**src/rtl/ctg_pkg.sv**
```systemverilog
`timescale 1ns/1ps
package ctg_pkg;

    typedef enum logic [1:0] {
        REG_SLOT_EN  = 2'd0,
        REG_SLOT_LVL = 2'd1,
        REG_CTRL     = 2'd2,
        REG_SPARE    = 2'd3
    } reg_sel_e;

    localparam int CTRL_PULSE_MODE = 0;
    localparam int CTRL_FRAME_BIT  = 1;

    typedef struct packed {
        logic lvl;
        logic gate;
        logic pulse;
        logic pulse_mode;
    } strobe_t;

endpackage

```
**src/rtl/ctg_bit_counter.sv**
```systemverilog
`timescale 1ns/1ps
module ctg_bit_counter #(
    parameter int T1_LEN = 193,
    parameter int E1_LEN = 256,
    parameter int CNT_W  = 8
) (
    input  logic             clk,
    input  logic             rst_n,
    input  logic             frame_sync,
    input  logic             e1_act,
    output logic [CNT_W-1:0] pos_q,
    output logic [CNT_W-1:0] pos_d,
    output logic             frame_start
);

    typedef struct packed {
        logic [CNT_W-1:0] pos;
    } cnt_st_t;

    cnt_st_t st_d, st_q;
    logic [CNT_W-1:0] last_pos;

    always_comb begin
        st_d     = st_q;
        last_pos = e1_act ? CNT_W'(E1_LEN - 1) : CNT_W'(T1_LEN - 1);
        if (frame_sync || (st_q.pos >= last_pos)) begin
            st_d.pos = '0;
        end else begin
            st_d.pos = st_q.pos + CNT_W'(1);
        end
    end

    // reset value sits at or beyond the last position, so the first edge starts bit 0
    always_ff @(posedge clk or negedge rst_n) begin
        if (!rst_n) begin
            st_q.pos <= '1;
        end else begin
            st_q <= st_d;
        end
    end

    assign pos_q       = st_q.pos;
    assign pos_d       = st_d.pos;
    assign frame_start = (st_d.pos == '0);

    a_r1_sync_restart: assert property (@(posedge clk) disable iff (!rst_n)
        frame_sync |=> (pos_q == '0));

    a_r1_advance: assert property (@(posedge clk) disable iff (!rst_n)
        (!frame_sync && (pos_q < last_pos)) |=> (pos_q == $past(pos_q) + CNT_W'(1)));

endmodule

```
**src/rtl/ctg_cfg_regs.sv**
```systemverilog
`timescale 1ns/1ps
module ctg_cfg_regs
    import ctg_pkg::*;
#(
    parameter int MAP_W = 32
) (
    input  logic             clk,
    input  logic             rst_n,
    input  logic             wr_en,
    input  logic [1:0]       wr_addr,
    input  logic [MAP_W-1:0] wr_data,
    input  logic             e1_pin,
    input  logic             frame_start,
    output logic [MAP_W-1:0] nxt_en,
    output logic [MAP_W-1:0] nxt_lvl,
    output logic             nxt_pulse_mode,
    output logic             nxt_fbit,
    output logic             nxt_e1,
    output logic             act_e1
);

    typedef struct packed {
        logic [MAP_W-1:0] en;
        logic [MAP_W-1:0] lvl;
        logic             pulse_mode;
        logic             fbit;
    } map_t;

    typedef struct packed {
        map_t shd;
        map_t act;
        logic act_e1;
    } reg_st_t;

    reg_st_t st_d, st_q;
    map_t    sel;

    always_comb begin
        st_d = st_q;
        if (wr_en) begin
            case (reg_sel_e'(wr_addr))
                REG_SLOT_EN:  st_d.shd.en  = wr_data;
                REG_SLOT_LVL: st_d.shd.lvl = wr_data;
                REG_CTRL: begin
                    st_d.shd.pulse_mode = wr_data[CTRL_PULSE_MODE];
                    st_d.shd.fbit       = wr_data[CTRL_FRAME_BIT];
                end
                default: ;
            endcase
        end
        if (frame_start) begin
            st_d.act    = st_q.shd;
            st_d.act_e1 = e1_pin;
        end
    end

    always_ff @(posedge clk or negedge rst_n) begin
        if (!rst_n) begin
            st_q <= '0;
        end else begin
            st_q <= st_d;
        end
    end

    // settings that govern the position produced by this edge
    always_comb begin
        sel    = frame_start ? st_q.shd : st_q.act;
        nxt_e1 = frame_start ? e1_pin   : st_q.act_e1;
    end

    assign nxt_en         = sel.en;
    assign nxt_lvl        = sel.lvl;
    assign nxt_pulse_mode = sel.pulse_mode;
    assign nxt_fbit       = sel.fbit;
    assign act_e1         = st_q.act_e1;

    a_r6_hold_within_frame: assert property (@(posedge clk) disable iff (!rst_n)
        !frame_start |=> ($stable(st_q.act) && $stable(st_q.act_e1)));

    a_r5_spare_write_ignored: assert property (@(posedge clk) disable iff (!rst_n)
        (wr_en && (wr_addr == 2'd3)) |=> $stable(st_q.shd));

endmodule

```
**src/rtl/ctg_slot_decode.sv**
```systemverilog
`timescale 1ns/1ps
module ctg_slot_decode #(
    parameter int SLOT_BITS = 8,
    parameter int MAP_W     = 32,
    parameter int CNT_W     = 8
) (
    input  logic [CNT_W-1:0] pos,
    input  logic             e1,
    input  logic [MAP_W-1:0] en,
    input  logic [MAP_W-1:0] lvl,
    input  logic             fbit_en,
    output logic             gate,
    output logic             level,
    output logic             last_bit
);

    localparam int SB_W = $clog2(SLOT_BITS);
    localparam int TS_W = CNT_W - SB_W;

    logic             on_fbit;
    logic [CNT_W-1:0] rel;
    logic [TS_W-1:0]  ts;
    logic [SB_W-1:0]  bidx;

    always_comb begin
        on_fbit  = !e1 && (pos == '0);
        rel      = e1 ? pos : (pos - CNT_W'(1));
        ts       = rel[CNT_W-1:SB_W];
        bidx     = rel[SB_W-1:0];
        gate     = on_fbit ? fbit_en : en[ts];
        level    = on_fbit ? 1'b0    : lvl[ts];
        last_bit = !on_fbit && (bidx == SB_W'(SLOT_BITS - 1));
    end

endmodule

```
**src/rtl/chan_timing_gen.sv**
```systemverilog
`timescale 1ns/1ps
module chan_timing_gen
    import ctg_pkg::*;
#(
    parameter int SLOT_BITS = 8,
    parameter int T1_SLOTS  = 24,
    parameter int E1_SLOTS  = 32
) (
    input  logic                clk,
    input  logic                rst_n,
    input  logic                frame_sync,
    input  logic                e1_sel,
    input  logic                reg_wr,
    input  logic [1:0]          reg_addr,
    input  logic [E1_SLOTS-1:0] reg_wdata,
    output logic                ch_block,
    output logic                ch_clock
);

    localparam int T1_LEN = 1 + T1_SLOTS * SLOT_BITS;
    localparam int E1_LEN = E1_SLOTS * SLOT_BITS;
    localparam int CNT_W  = $clog2(E1_LEN);
    localparam int SB_W   = $clog2(SLOT_BITS);

    logic [CNT_W-1:0]    pos_q, pos_d;
    logic                frame_start;
    logic                act_e1;
    logic [E1_SLOTS-1:0] nxt_en, nxt_lvl;
    logic                nxt_pulse_mode, nxt_fbit, nxt_e1;
    logic                dec_gate, dec_level, dec_last;

    strobe_t out_d, out_q;
    logic    gate_n_q;

    ctg_bit_counter #(
        .T1_LEN (T1_LEN),
        .E1_LEN (E1_LEN),
        .CNT_W  (CNT_W)
    ) u_cnt (
        .clk         (clk),
        .rst_n       (rst_n),
        .frame_sync  (frame_sync),
        .e1_act      (act_e1),
        .pos_q       (pos_q),
        .pos_d       (pos_d),
        .frame_start (frame_start)
    );

    ctg_cfg_regs #(
        .MAP_W (E1_SLOTS)
    ) u_regs (
        .clk            (clk),
        .rst_n          (rst_n),
        .wr_en          (reg_wr),
        .wr_addr        (reg_addr),
        .wr_data        (reg_wdata),
        .e1_pin         (e1_sel),
        .frame_start    (frame_start),
        .nxt_en         (nxt_en),
        .nxt_lvl        (nxt_lvl),
        .nxt_pulse_mode (nxt_pulse_mode),
        .nxt_fbit       (nxt_fbit),
        .nxt_e1         (nxt_e1),
        .act_e1         (act_e1)
    );

    ctg_slot_decode #(
        .SLOT_BITS (SLOT_BITS),
        .MAP_W     (E1_SLOTS),
        .CNT_W     (CNT_W)
    ) u_dec (
        .pos      (pos_d),
        .e1       (nxt_e1),
        .en       (nxt_en),
        .lvl      (nxt_lvl),
        .fbit_en  (nxt_fbit),
        .gate     (dec_gate),
        .level    (dec_level),
        .last_bit (dec_last)
    );

    always_comb begin
        out_d            = out_q;
        out_d.lvl        = dec_level;
        out_d.gate       = dec_gate && !nxt_pulse_mode;
        out_d.pulse      = dec_last && nxt_pulse_mode;
        out_d.pulse_mode = nxt_pulse_mode;
    end

    always_ff @(posedge clk or negedge rst_n) begin
        if (!rst_n) begin
            out_q <= '0;
        end else begin
            out_q <= out_d;
        end
    end

    // enable retimed on the falling edge: stable for the whole following high phase
    always_ff @(negedge clk or negedge rst_n) begin
        if (!rst_n) begin
            gate_n_q <= 1'b0;
        end else begin
            gate_n_q <= out_q.gate;
        end
    end

    assign ch_block = out_q.lvl;
    assign ch_clock = out_q.pulse_mode ? out_q.pulse : (clk & gate_n_q);

    a_r2_fbit_level_low: assert property (@(posedge clk) disable iff (!rst_n)
        (!act_e1 && (pos_q == '0)) |-> !out_q.lvl);

    a_r4_single_bit_pulse: assert property (@(posedge clk) disable iff (!rst_n)
        out_q.pulse |=> !out_q.pulse);

    a_r4_pulse_on_lsb: assert property (@(posedge clk) disable iff (!rst_n)
        out_q.pulse |-> (act_e1 ? (pos_q[SB_W-1:0] == SB_W'(SLOT_BITS - 1))
                                : ((pos_q != '0) && (pos_q[SB_W-1:0] == '0))));

    a_r3_no_gate_in_pulse_mode: assert property (@(posedge clk) disable iff (!rst_n)
        out_q.pulse_mode |-> !out_q.gate);

endmodule

```
**config.mk**
```make
export PLATFORM = sky130hd
export DESIGN_NAME = chan_timing_gen
export DESIGN_NICKNAME = d
export VERILOG_FILES = /design/src/rtl/ctg_pkg.sv /design/src/rtl/ctg_bit_counter.sv /design/src/rtl/ctg_cfg_regs.sv /design/src/rtl/ctg_slot_decode.sv /design/src/rtl/chan_timing_gen.sv
export SDC_FILE = /design/constraint.sdc
export NUM_CORES = 1
export LEC_CHECK = 0
export BUFFER_PORTS_ARGS = -buffer_cell sky130_fd_sc_hd__buf_2
export CAP_MARGIN = 15
export CELL_PAD_IN_SITES_DETAIL_PLACEMENT = 1
export CELL_PAD_IN_SITES_GLOBAL_PLACEMENT = 2
export CORE_MARGIN = 4
export CORE_UTILIZATION = 35
export DETAILED_ROUTE_END_ITERATION = 10
export HOLD_SLACK_MARGIN = 0.08
export PLACE_DENSITY = 0.62
export SLEW_MARGIN = 20
export SYNTH_ARGS = -nofsm -noshare
export SYNTH_HDL_FRONTEND = slang
export SYNTH_HIERARCHICAL = 1
export SYNTH_SLANG_ARGS = --single-unit
export TNS_END_PERCENT = 100
```
**constraint.sdc**
```tcl
create_clock -name clk -period 12.74 [get_ports clk]
set_input_delay 2.548 -clock clk [delete_from_list [all_inputs] [get_ports clk]]
set_output_delay 2.548 -clock clk [all_outputs]
set_load 0.1 [all_outputs]
```
==> results.txt <==
----------------------------------------------------
[Outcome]
  Result of the run ... finished, final reports clean

[Drt]
  DR vias ... 3874
  First-pass detailed-route iteration total ... 4
  Detailed-route wire length ... 14.3 mm
  Number of DRC violations after detailed routing ... 0
  Count of routing violations after the opening detailed-route iteration ... 154
  Number of nets with antenna violations after detailed routing ... 0
  Routed length per instance ... approximately 19 um
  Detail-routed via count per cell ... 5.19

[Worst setup path]
  Family of cells with the greatest summed delay on the critical path ... buffers and inverters
  WS Path Type ... register to primary output
  Crit path buffers/inverters ... 1
  Cell-by-cell listing of the critical path ... nand2_1 -> o21ai_1 -> buf_2
  Register-to-register path setup slack ... approximately 5900 ps
  Worst setup SP type ... register
  Capture instance of the worst register-to-register path ... gate_n_q
  Worst Path Required ... 10190 ps
  Library cell contributing the largest single delay on the critical path ... sky130_fd_sc_hd__buf_2
  Crit. End Element ... primary output
  Stage delay of the slowest cell on the critical path ... 440 ps
  Maximum fanout along the worst path ... 1
  Worst Path Arrival ... 7870 ps
  Reg-to-reg startpoint ... out_q[2]
  Register-to-Register Path Depth ... 0

[Placement]
  Number of I/O port buffers ... 40
  Post-DP HPWL ... 9.10 mm
  Final weighted congestion in routability-driven placement ... roughly 0.73
  Place WS ... 2890 ps

[STA]
  Endpoints failing setup ... 0
  Clock tree skew after final layout ... ~11 ps
  Post-route setup TNS ... 0 ps
  Max-slew headroom at the worst pin ... 0.278
  Worst setup margin ... 2320 ps
  Fin. max-slew vios ... 0
  Worst-Margin Slew ... 1080 ps
  Hold Vio Cnt, Final ... 0
  Setup repair after global routing missed its margin ... false

[Die]
  Die boundary height ... 146 um
  I/O pin cnt ... 41
  Floorplan die width ... 146 um
  Core footprint ... 18700 um^2
  DIE AREA ... 21300 um^2
  Row count ... 50
  Starting density of the core ... 0.356

[Cells and area]
  Area used by multi-input combinational logic ... 2830 um^2
  Core occupancy in the finished layout ... 0.413
  Antenna cells ... 0
  Total number of nets in the final design ... 550
  Fraction of final layout cells with drive strength greater than 1 ... 0.485
  Most frequent standard cell in the layout excluding fill and tap cells ... sky130_fd_sc_hd__dfrtp_1
  Area growth, synth to finish ... 16.0%
  Commonest non-fill, non-tap cells in the layout ... 137 x sky130_fd_sc_hd__dfrtp_1, 133 x sky130_fd_sc_hd__mux2_2, 39 x sky130_fd_sc_hd__buf_2
  Register area ... 3660 um^2
  Fillcell total ... 1881

[Global routing]
  Grt total ovfl ... 0
  Initial antenna violation count ... 0
  Via count of the first global-routing pass ... 4329
  Global-route usage over all layers ... 0.143
  First-pass GRT wire length ... 23.7 mm
  Pin count of the biggest net entering global routing ... 85

[Synthesis]
  Yosys cell types ... 63
  Mapped Cells ... 455
  Total of warnings raised by yosys ... 6
  Synth area leader ... sky130_fd_sc_hd__dfrtp_1
  Number of nets in the synthesized netlist ... 503
  Yosys reg bits ... 146
  Mapped cell area ... roughly 6700 um^2
  Area fraction of the dominant cell type after synthesis ... 0.515
  Share of the yosys chip area belonging to registers ... 0.550
  Area contributors post-synth ... sky130_fd_sc_hd__dfrtp_1 52%, sky130_fd_sc_hd__mux2_2 23%, sky130_fd_sc_hd__mux4_2 3.4%, sky130_fd_sc_hd__dfstp_2 3.2%, sky130_fd_sc_hd__mux2i_1 2.4%
  Mean post-synth cell area ... 14.6 um^2

[Pwr]
  Total power divided by cell area ... 185 nW/um^2
  Total leakage power ... 0.00332 uW
  Worst IR drop on VDD ... about 0.1 mV

[Clock tree]
  TritonCTS clock tree ... yes
  Skew-Pair Late Insertion Delay ... 530 ps
  Clock transition at the registers of the reported paths ... 60 ps
  Hold bufs inserted after CTS ... 0
  Number of buffers added for setup after CTS ... 0
  CTS-repair resized insts ... 0

[Hold path]
  Launch point of the worst hold path ... u_regs/st_q[30]
  WHS Endpoint ... u_regs/st_q[30]
  Cells on Worst Hold Path ... 1
  Class of the worst hold path ... register to register

[Job]
  Max-cap violations ... 0

----------------------------------------------------
power breakdown:
part	internal, uW	switching [uW]
clock network	339	210
registers	566	37.9
logic	141	132
total	1050	380
stage by stage:
step,hold WS [ps],instances,area (um^2),power (uW)
after floorplan,452,455,6660,816
after global placement,466,714,7060,889
after detailed placement,485,714,7060,901
after CTS,500,747,7720,1450
after global routing,509,747,7720,1510
final,495,747,7720,1430
state kept, by name, indices dropped and copies added, names as in the netlist:
register and cells:
u_regs/st_q 132, u_cnt/pos_q 8, out_q 3, ch_block 1, gate_n_q 1, u_regs/act_e1 1
cells in the mapped netlist (all sizes together):
cell,number
dfrtp,137
mux2,135
buf,16
mux2i,16
nor3,12
nand2,11
mux4,10
ha,9
dfstp,8
xnor2,8
inv,7
o21ai,6
clkbuf,5
nand2b,5
a211oi,4
a31oi,4
nand3,4
nor2,4
nor4,4
xor2,4
a22oi,3
a311oi,3
nand3b,3
nor2b,3
o31a,3
or3,3
a211o,2
a21boi,2
and2,2
and3,2
nand4,2
nor3b,2
nor4b,2
o41ai,2
or2,2
a21oi,1
a22o,1
a41oi,1
and2b,1
and4,1
dfrtn,1
o211ai,1
o21bai,1
o2bb2ai,1
or4,1
cell type report:
class,instances,share of cell area
clock buffers,23,0.0690
clock inverters,11,0.0167
inverters,7,0.00340
multi-input cells,281,0.366
flip-flops and latches,146,0.474
well taps,234,0.0379
repair buffers,45,0.0324
worst max path at each step:
stage / end / cells past startpoint / slack [ps] / startpoint
floorplan: ch_clock / 2 / 2070 / gate_n_q
global placement: ch_clock / 3 / 2890 / gate_n_q
detailed placement: ch_clock / 3 / 2890 / gate_n_q
CTS: ch_clock / 3 / 2280 / gate_n_q
global route: ch_clock / 3 / 2210 / gate_n_q
finish: ch_clock / 3 / 2320 / gate_n_q
cells by family after synthesis:
| logic type | count (synthesis) | synth area share |
|---|---|---|
| DFF | 146 | 0.550 |
| adders and majority gates | 9 | 0.0169 |
| and+or+nand+nor | 64 | 0.0600 |
| buffers and inverters | 28 | 0.0263 |
| muxes | 161 | 0.286 |
| xor gates and xnor gates | 12 | 0.0169 |
| AOI/OAI and AO/OA | 35 | 0.0432 |
per-layer routing:
metal / part of all wire / wire, um / vias to the layer above / global-route usage
met3: 0.031 / 449 / 16 / 0.0473
met4: 0.010 / 143 / 0 / 0.0442
met5: 0 / 0 / - / 0
met2: 0.50 / 7140 / 46 / 0.228
li1: - / - / 1769 / -
met1: 0.46 / 6560 / 2043 / 0.185
Note: power is estimated with default switching activity, not from simulation.
